$ cat src/rtl/uart_lbk_pkg.sv
package uart_lbk_pkg;
    localparam int CTRL_W   = 16;
    localparam int FLAG_W   = 9;
    localparam int PIN_W    = 4;
    // control word bit positions
    localparam int C_LOOP   = 7;
    localparam int C_DTR    = 10;
    localparam int C_RTS    = 11;
    localparam int C_OUT1   = 12;
    localparam int C_OUT2   = 13;
    localparam logic [CTRL_W-1:0] CTRL_RESET = 16'h0300;
    // flag bit positions
    localparam int F_CTS    = 0;
    localparam int F_DSR    = 1;
    localparam int F_DCD    = 2;
    localparam int F_RI     = 8;

    typedef enum logic [0:0] {ST_EXTERNAL, ST_LOOPBACK} lbk_mode_e;
    typedef enum logic [0:0] {PB_NONE, PB_HELD} brk_hold_e;

    // pin order {RI, DCD, DSR, CTS}
    function automatic logic [PIN_W-1:0] looped_pins(input logic [CTRL_W-1:0] c);
        return {c[C_OUT2], c[C_OUT1], c[C_DTR], c[C_RTS]};
    endfunction

    function automatic logic [FLAG_W-1:0] pins_to_flags(input logic [PIN_W-1:0] p);
        logic [FLAG_W-1:0] f;
        f        = '0;
        f[F_CTS] = p[0];
        f[F_DSR] = p[1];
        f[F_DCD] = p[2];
        f[F_RI]  = p[3];
        return f;
    endfunction

    // interrupt order {DSR, DCD, CTS, RI}
    function automatic logic [PIN_W-1:0] pins_to_int(input logic [PIN_W-1:0] p);
        return {p[1], p[2], p[0], p[3]};
    endfunction
endpackage

$ cat src/rtl/mdm_sync.sv
module mdm_sync #(
    parameter int WIDTH  = 4,
    parameter int STAGES = 2
) (
    input  logic             clk,
    input  logic             rst_n,
    input  logic [WIDTH-1:0] d,
    output logic [WIDTH-1:0] q
);
    logic [WIDTH-1:0] chain [STAGES];

    generate
        for (genvar i = 0; i < STAGES; i++) begin : g_stage
            if (i == 0) begin : g_first
                always_ff @(posedge clk or negedge rst_n) begin
                    if (!rst_n) chain[0] <= '0;
                    else        chain[0] <= d;
                end
            end else begin : g_next
                always_ff @(posedge clk or negedge rst_n) begin
                    if (!rst_n) chain[i] <= '0;
                    else        chain[i] <= chain[i-1];
                end
            end
        end
    endgenerate

    assign q = chain[STAGES-1];
endmodule

$ cat src/rtl/mdm_mode_fsm.sv
module mdm_mode_fsm
    import uart_lbk_pkg::*;
(
    input  logic              clk,
    input  logic              rst_n,
    input  logic              ctrl_wr,
    input  logic [CTRL_W-1:0] ctrl_wdata,
    input  logic              lcr_wr,
    input  logic              lcr_brk,
    output logic [CTRL_W-1:0] ctrl_q,
    output logic              loop_on,
    output logic [PIN_W-1:0]  int_bits,
    output logic              brk_rise
);
    lbk_mode_e state_q, state_d;
    logic      brk_q;

    // state register
    always_ff @(posedge clk or negedge rst_n) begin
        if (!rst_n) state_q <= ST_EXTERNAL;
        else        state_q <= state_d;
    end

    // transitions: T_ENTER, T_LEAVE, T_HOLD
    always_comb begin
        state_d = state_q;
        unique case (state_q)
            ST_EXTERNAL: if (ctrl_wr && ctrl_wdata[C_LOOP])  state_d = ST_LOOPBACK;
            ST_LOOPBACK: if (ctrl_wr && !ctrl_wdata[C_LOOP]) state_d = ST_EXTERNAL;
            default:     state_d = ST_EXTERNAL;
        endcase
    end

    // outputs
    always_comb begin
        loop_on  = (state_q == ST_LOOPBACK);
        brk_rise = lcr_wr && lcr_brk && !brk_q;
    end

    // control word, break bit and modem interrupt status
    always_ff @(posedge clk or negedge rst_n) begin
        if (!rst_n) begin
            ctrl_q   <= CTRL_RESET;
            brk_q    <= 1'b0;
            int_bits <= '0;
        end else begin
            if (ctrl_wr) begin
                ctrl_q <= ctrl_wdata;
                if (ctrl_wdata[C_LOOP])
                    int_bits <= pins_to_int(looped_pins(ctrl_wdata));
            end
            if (lcr_wr) brk_q <= lcr_brk;
        end
    end
endmodule

$ cat src/rtl/mdm_push_arb.sv
module mdm_push_arb
    import uart_lbk_pkg::*;
#(
    parameter int DATA_W  = 8,
    parameter int BRK_POS = 10,
    localparam int PUSH_W = BRK_POS + 1
) (
    input  logic              clk,
    input  logic              rst_n,
    input  logic              loop_on,
    input  logic              tx_valid,
    input  logic [DATA_W-1:0] tx_data,
    input  logic              rx_valid,
    input  logic [DATA_W-1:0] rx_data,
    input  logic              ext_brk,
    input  logic              brk_rise,
    output logic              push_valid,
    output logic [PUSH_W-1:0] push_word
);
    localparam logic [PUSH_W-1:0] BRK_WORD = PUSH_W'(1) << BRK_POS;

    brk_hold_e         hold_q, hold_d;
    logic              data_req, brk_req, brk_any;
    logic [DATA_W-1:0] data_sel;
    logic              pv_d;
    logic [PUSH_W-1:0] pw_d;

    // hold state register
    always_ff @(posedge clk or negedge rst_n) begin
        if (!rst_n) hold_q <= PB_NONE;
        else        hold_q <= hold_d;
    end

    always_comb begin
        data_req = loop_on ? tx_valid : rx_valid;
        data_sel = loop_on ? tx_data  : rx_data;
        brk_req  = loop_on ? brk_rise : ext_brk;
        brk_any  = brk_req || (hold_q == PB_HELD);
    end

    // transitions T_DEFER, T_FLUSH and push selection
    always_comb begin
        hold_d = hold_q;
        pv_d   = 1'b0;
        pw_d   = '0;
        unique case (hold_q)
            PB_NONE: begin
                if (data_req) begin
                    pv_d = 1'b1;
                    pw_d = PUSH_W'(data_sel);
                    if (brk_req) hold_d = PB_HELD;
                end else if (brk_req) begin
                    pv_d = 1'b1;
                    pw_d = BRK_WORD;
                end
            end
            PB_HELD: begin
                if (data_req) begin
                    pv_d = 1'b1;
                    pw_d = PUSH_W'(data_sel);
                end else begin
                    pv_d   = brk_any;
                    pw_d   = BRK_WORD;
                    hold_d = PB_NONE;
                end
            end
            default: hold_d = PB_NONE;
        endcase
    end

    always_ff @(posedge clk or negedge rst_n) begin
        if (!rst_n) begin
            push_valid <= 1'b0;
            push_word  <= '0;
        end else begin
            push_valid <= pv_d;
            push_word  <= pw_d;
        end
    end
endmodule

$ cat src/rtl/uart_lbk_top.sv
module uart_lbk_top
    import uart_lbk_pkg::*;
#(
    parameter int DATA_W      = 8,
    parameter int BRK_POS     = 10,
    parameter int SYNC_STAGES = 2,
    localparam int PUSH_W     = BRK_POS + 1
) (
    input  logic              clk,
    input  logic              rst_n,
    input  logic              ctrl_wr,
    input  logic [CTRL_W-1:0] ctrl_wdata,
    input  logic              lcr_wr,
    input  logic              lcr_brk,
    input  logic [PIN_W-1:0]  ext_modem,
    input  logic              rx_valid,
    input  logic [DATA_W-1:0] rx_data,
    input  logic              ext_brk,
    input  logic              tx_valid,
    input  logic [DATA_W-1:0] tx_data,
    output logic [CTRL_W-1:0] ctrl_reg,
    output logic [FLAG_W-1:0] modem_flags,
    output logic [PIN_W-1:0]  mdm_int,
    output logic              push_valid,
    output logic [PUSH_W-1:0] push_word
);
    logic             loop_on;
    logic             brk_rise;
    logic [PIN_W-1:0] pins_sync;

    mdm_sync #(.WIDTH(PIN_W), .STAGES(SYNC_STAGES)) u_sync (
        .clk  (clk),
        .rst_n(rst_n),
        .d    (ext_modem),
        .q    (pins_sync)
    );

    mdm_mode_fsm u_fsm (
        .clk       (clk),
        .rst_n     (rst_n),
        .ctrl_wr   (ctrl_wr),
        .ctrl_wdata(ctrl_wdata),
        .lcr_wr    (lcr_wr),
        .lcr_brk   (lcr_brk),
        .ctrl_q    (ctrl_reg),
        .loop_on   (loop_on),
        .int_bits  (mdm_int),
        .brk_rise  (brk_rise)
    );

    mdm_push_arb #(.DATA_W(DATA_W), .BRK_POS(BRK_POS)) u_arb (
        .clk       (clk),
        .rst_n     (rst_n),
        .loop_on   (loop_on),
        .tx_valid  (tx_valid),
        .tx_data   (tx_data),
        .rx_valid  (rx_valid),
        .rx_data   (rx_data),
        .ext_brk   (ext_brk),
        .brk_rise  (brk_rise),
        .push_valid(push_valid),
        .push_word (push_word)
    );

    always_comb begin
        modem_flags = pins_to_flags(loop_on ? looped_pins(ctrl_reg) : pins_sync);
    end
endmodule

$ cat config.mk
export PLATFORM = sky130hd
export DESIGN_NAME = uart_lbk_top
export DESIGN_NICKNAME = d
export VERILOG_FILES = /design/src/rtl/uart_lbk_pkg.sv /design/src/rtl/mdm_sync.sv /design/src/rtl/mdm_mode_fsm.sv /design/src/rtl/mdm_push_arb.sv /design/src/rtl/uart_lbk_top.sv
export SDC_FILE = /design/constraint.sdc
export NUM_CORES = 1
export LEC_CHECK = 0
export BUFFER_PORTS_ARGS = -buffer_cell sky130_fd_sc_hd__buf_4
export CAP_MARGIN = 10
export CORE_MARGIN = 1.5
export CORE_UTILIZATION = 44
export CTS_BUF_LIST = sky130_fd_sc_hd__clkbuf_16
export DETAILED_ROUTE_END_ITERATION = 10
export PLACE_DENSITY = 0.78
export SETUP_SLACK_MARGIN = 0.02
export SLEW_MARGIN = 20
export SYNTH_ARGS = -nofsm -noshare
export SYNTH_HDL_FRONTEND = slang
export SYNTH_SLANG_ARGS = --single-unit
$ cat constraint.sdc
create_clock -name clk -period 1.23 [get_ports clk]
set_input_delay 0.123 -clock clk [delete_from_list [all_inputs] [get_ports clk]]
set_output_delay 0.123 -clock clk [all_outputs]
set_load 0.05 [all_outputs]
======== After elaboration in Yosys (flattened, before gate mapping) ========
Index checks and enable logic that the tools add are counted.
word-level totals
  bits in registers ....................... 43
  input port bits ......................... 44
  output and inout bits ................... 41
  word-level logic and storage cells ...... 37
operators by class
  mux-type cells .......................... 18
  bitwise gates (word level) .............. 2
  reductions and logical operators ........ 8
operator list
  cell               number
  $mux 11            3
  $pmux 11 s2        1
  $mux 1             9
  $mux 8             1
  $pmux 1 s2         3
  $logic_and 1x1->1  4
  $mux 4             1
  $logic_not 1->1    2
  $not 1->1          2
  $reduce_and 2->1   1
  $logic_or 1x1->1   1

======== Depth between registers and ports, before layout ========
  depth in word-level cells ............... 6
  gate-level depth with buffers ........... 4
  depth with buffers taken out ............ 2

======== Cells and area by module ========
A second synthesis with hierarchy kept.
unflattened totals
  cell total of the unflattened synthesis .. 108
  area, all modules ....................... 1614.0 µm²
by module, submodules not included
  module        times used  cells an instance  area each (µm²)  sequential area each (µm²)
  mdm_mode_fsm  1           50                 850.8            528.0
  mdm_push_arb  1           36                 446.7            275.3
  mdm_sync      1           12                 230.2            200.2
  uart_lbk_top  1           10                 86.3             0.0

======== Least setup slack after synthesis ========
OpenSTA, ideal clock, no wires.
  path type ............................... reg-to-output
  from .................................... register u_fsm.ctrl_q[11]
  to ...................................... output modem_flags[0]
  arrival ................................. 1038 ps
  required time ........................... 1107 ps
  path slack .............................. 69 ps
  stages on the path, launching flop included .. 2
  path buffers ............................ 0
  path through ............................ dfrtp_1 mux2_2
between the ends
  word-level cells in the longest chain between the ends .. 1
RTL lines
  what                      line                source
  start: declaration        mdm_mode_fsm.sv:10  output logic [CTRL_W-1:0] ctrl_q,
  start signal: assignment  mdm_mode_fsm.sv:48  ctrl_q <= ctrl_wdata;
  $mux 4                    uart_lbk_top.sv:66  modem_flags = pins_to_flags(loop_on ? looped_pins(ctrl_reg) : pins_sync);
  end: declaration          uart_lbk_top.sv:22  output logic [FLAG_W-1:0] modem_flags,
No other way between the ends.

==> impl_metrics.yaml <==
status:
  status: "finished, violations left"
  violations: "setup timing"
routing:
  routed_via_density: 4.80
  vias: 1166
  first_iter_violations: 33
  firstDrtPassIters: 4
  wirelength_um: 4370
  drc: 0
  drtAntennaViolNets: 0
  wl_per_cell_um: 18.0
min_path:
  hold_path_class: "in -> reg"
clock_network:
  clockBufferDepth: 2
  cts_root_buf: "clkbuf_16"
  worstSkewPairLatency_ps: 280
  cts.clk_slew.worst_paths_ps: 60
  clock-sinks: 40
  cts_tree: "yes"
  cts_buffers: 5
  htree_levels: 2
power_and_ir_drop:
  ir_worst_vdd_v: 0.00127
  internal_power_mw: 2.93
  power_density_nw_per_um2: 1570
  switching_share_pct: 31.2
  leakage_nw: 1.31
  pwr-share-comb_pct: 30.7
  clkPwrFrac_pct: 33.6
  switchingPower_mw: 1.33
  p_seq_share_pct: 35.7
die:
  rows: 21
  die_w_um: 64.0
  start_util_pct: 47.5
  pin_count: 85
  fp.coreArea_sq_um: 3440
  fp.dieArea_sq_um: 4090
  die_h_um: 64.0
synthesis:
  yosysTopAreaCell: "dfrtp_1"
  synthFlopType: "dfrtp_1"
  synth_edf_count: 0
  ys_warn_count: 0
  synth_seq_cells: 40
  synthTopCellsByArea: "dfrtp_1, mux2_2, mux2_4, mux2i_1, buf_4"
  synthCells: 104
  synth_top_area_share_pct: 58.1
  syn_area_sq_um: 1640
  synth.most_common_cell: "dfrtp_1"
  ys_seq_area_share_pct: 61.4
  syn-mean-instance-area_sq_um: 15.7
  synth_cell_type_count: 19
  synthArstFlopShare_pct: 100
  synthTopCellsByCount: "dfrtp_1, mux2_2, buf_4, mux2_4"
final_layout:
  final_area_sq_um: 2700
  multi_input_area_sq_um: 679
  antenna-diode-count: 0
  final_util_pct: 78.5
  drive_gt1_share_pct: 71.1
  seq_area_sq_um: 1000
  fin_nets: 240
  syn_to_final_growth_pct: 65.2
  fillers: 212
  layout.cells.non_filler: 243
critical_path:
  critPathMaxStageDelay_ps: 410
  critPathMaxFanout: 4
  end_kind: "output port"
  arrival_ps: 1310
  crit_required_ps: 1110
  cpMaxStageDelayCell: "dfrtp_1"
  cp-start-kind: "flop"
  critical_path.cell_chain: "buf_6 > mux2_4 > buf_8"
  crit_type: "reg -> out"
sta:
  setup_viol: 15
  period_minus_slack_ps: 1430
  clock.fmax_mhz: 700
  finalHoldViolCount: 0
  fin_crit_sh_pct: 116
  clock_skew_ps: 1.61
  timing.final.ws_setup_ps: -199
  rsz0062_at_grt: "true"
  finalMaxSlewViolations: 0
place:
  placed_cell_area_sq_um: 2210
  dp_cells: 224
  routabilityCongestion: 0.731
  hpwlAfterDp_um: 2550
  io_buffers: 77
global_routing:
  antenna_found_initial: 0
  grt_overflow: 0
  grt_pass1_wl_um: 5750
  track_usage_pct: 19.1
  grt_max_degree: 41
  grt_pass1_vias: 1191
run:
  maxCapViolCount: 0
## placed cells by master, fill, tap and decap left out, drive strengths merged
master,count
nor2,8
clkinv,1
conb,7
dfrtp,38
nand4b,1
nand2b,1
mux2,25
dfstp,2
bufinv,1
dlygate4sd3,5
clkbuf,6
clkinvlp,1
mux2i,9
nand4,1
o21ai,1
inv,2
buf,85
a31oi,2
nand2,1
## critical path, delay by kind of cell, from the launching register on
kind     cells  cell delay, ps
flops        1             410
buf+inv      2             300
mux          1             310
## per-stage QoR
stage,hold WS [ps],power [mW],setup slack (ps),setup TNS (ps)
5_1_grt,73.8,4.42,-227,-2350
3_5_place_dp,113,2.61,-5.03,-5.03
2_1_floorplan,-173,2.26,69.0,0
6_report,78.4,4.25,-199,-2210
3_3_place_gp,113,2.58,62.2,0
4_1_cts,67.7,4.13,-176,-664
## state kept, by name, indices dropped and copies added, names as in the netlist
| register | cells |
|---|---|
| u_arb.hold_q | 1 |
| u_arb.push_valid | 1 |
| u_arb.push_word | 9 |
| u_fsm.brk_q | 1 |
| u_fsm.ctrl_q | 16 |
| u_fsm.int_bits | 4 |
| u_sync.chain | 4 |
| u_sync.q | 4 |
## power groups by stage
stage,clock (mW),sequential [mW],combinational [mW]
2_1_floorplan,0,1.89,0.370
3_3_place_gp,0,1.52,1.06
3_5_place_dp,0,1.53,1.08
4_1_cts,1.46,1.51,1.16
5_1_grt,1.53,1.53,1.36
6_report,1.43,1.52,1.31
## layer usage
layer	vias to the layer above	GRT usage [%]	part of all wire [%]
li1	523	-	-
met1	583	21.5	36
met2	50	33.3	57
met3	10	6.16	4.8
met4	0	7.34	2.4
met5	-	0	0
## logic make-up (layout without fill, tap and decap cells)
logic type | Yosys count | after routing | synth area share [%]
buffers and inverters | 14 | 101 | 7.19
muxes | 34 | 34 | 25.6
DFF | 40 | 40 | 61.4
other | 1 | 7 | 0.229
AOI/OAI and AO/OA | 3 | 3 | 1.07
and+or+nand+nor | 12 | 12 | 4.59
## area by class of cell
type / count / area share [%]
Clock buffer: 5 / 4.63
Clock inverter: 3 / 1.57
Inverter: 2 / 0.278
Multi-Input combinational cell: 56 / 25.2
Sequential cell: 40 / 37.1
Tap cell: 46 / 2.13
Timing Repair Buffer: 91 / 29.1
## path summary, 6_finish.rpt
kind / from / end / slack (ps) / cells past startpoint
max: u_fsm.ctrl_q[7]$_DFFE_PN0P_ / modem_flags[8] / -200 / 3
min in group asynchronous: rst_n / u_fsm.ctrl_q[1]$_DFFE_PN0P_ / 350 / 2
min reg2reg: u_sync.chain[7]$_DFF_PN0_ / u_sync.q[3]$_DFF_PN0_ / 350 / 0
max reg2reg: u_fsm.ctrl_q[7]$_DFFE_PN0P_ / u_arb.push_word[5]$_DFF_PN0_ / -190 / 5
min: ctrl_wdata[9] / u_fsm.ctrl_q[9]$_DFFE_PN1P_ / 80 / 2
max in group asynchronous: rst_n / u_fsm.ctrl_q[9]$_DFFE_PN1P_ / 520 / 2
## repair_timing
item | 4_1_cts | 5_1_grt
setup endpoints to repair | 5 | 16
resized for setup | 13 | 37
endpoints found under the hold margin | 42 | 0
hold buffers | 5 | 0
setup buffers | 3 | 3
pin swaps | 0 | 9
cloned | 0 | 1
Note: power is estimated with default switching activity, not from simulation.
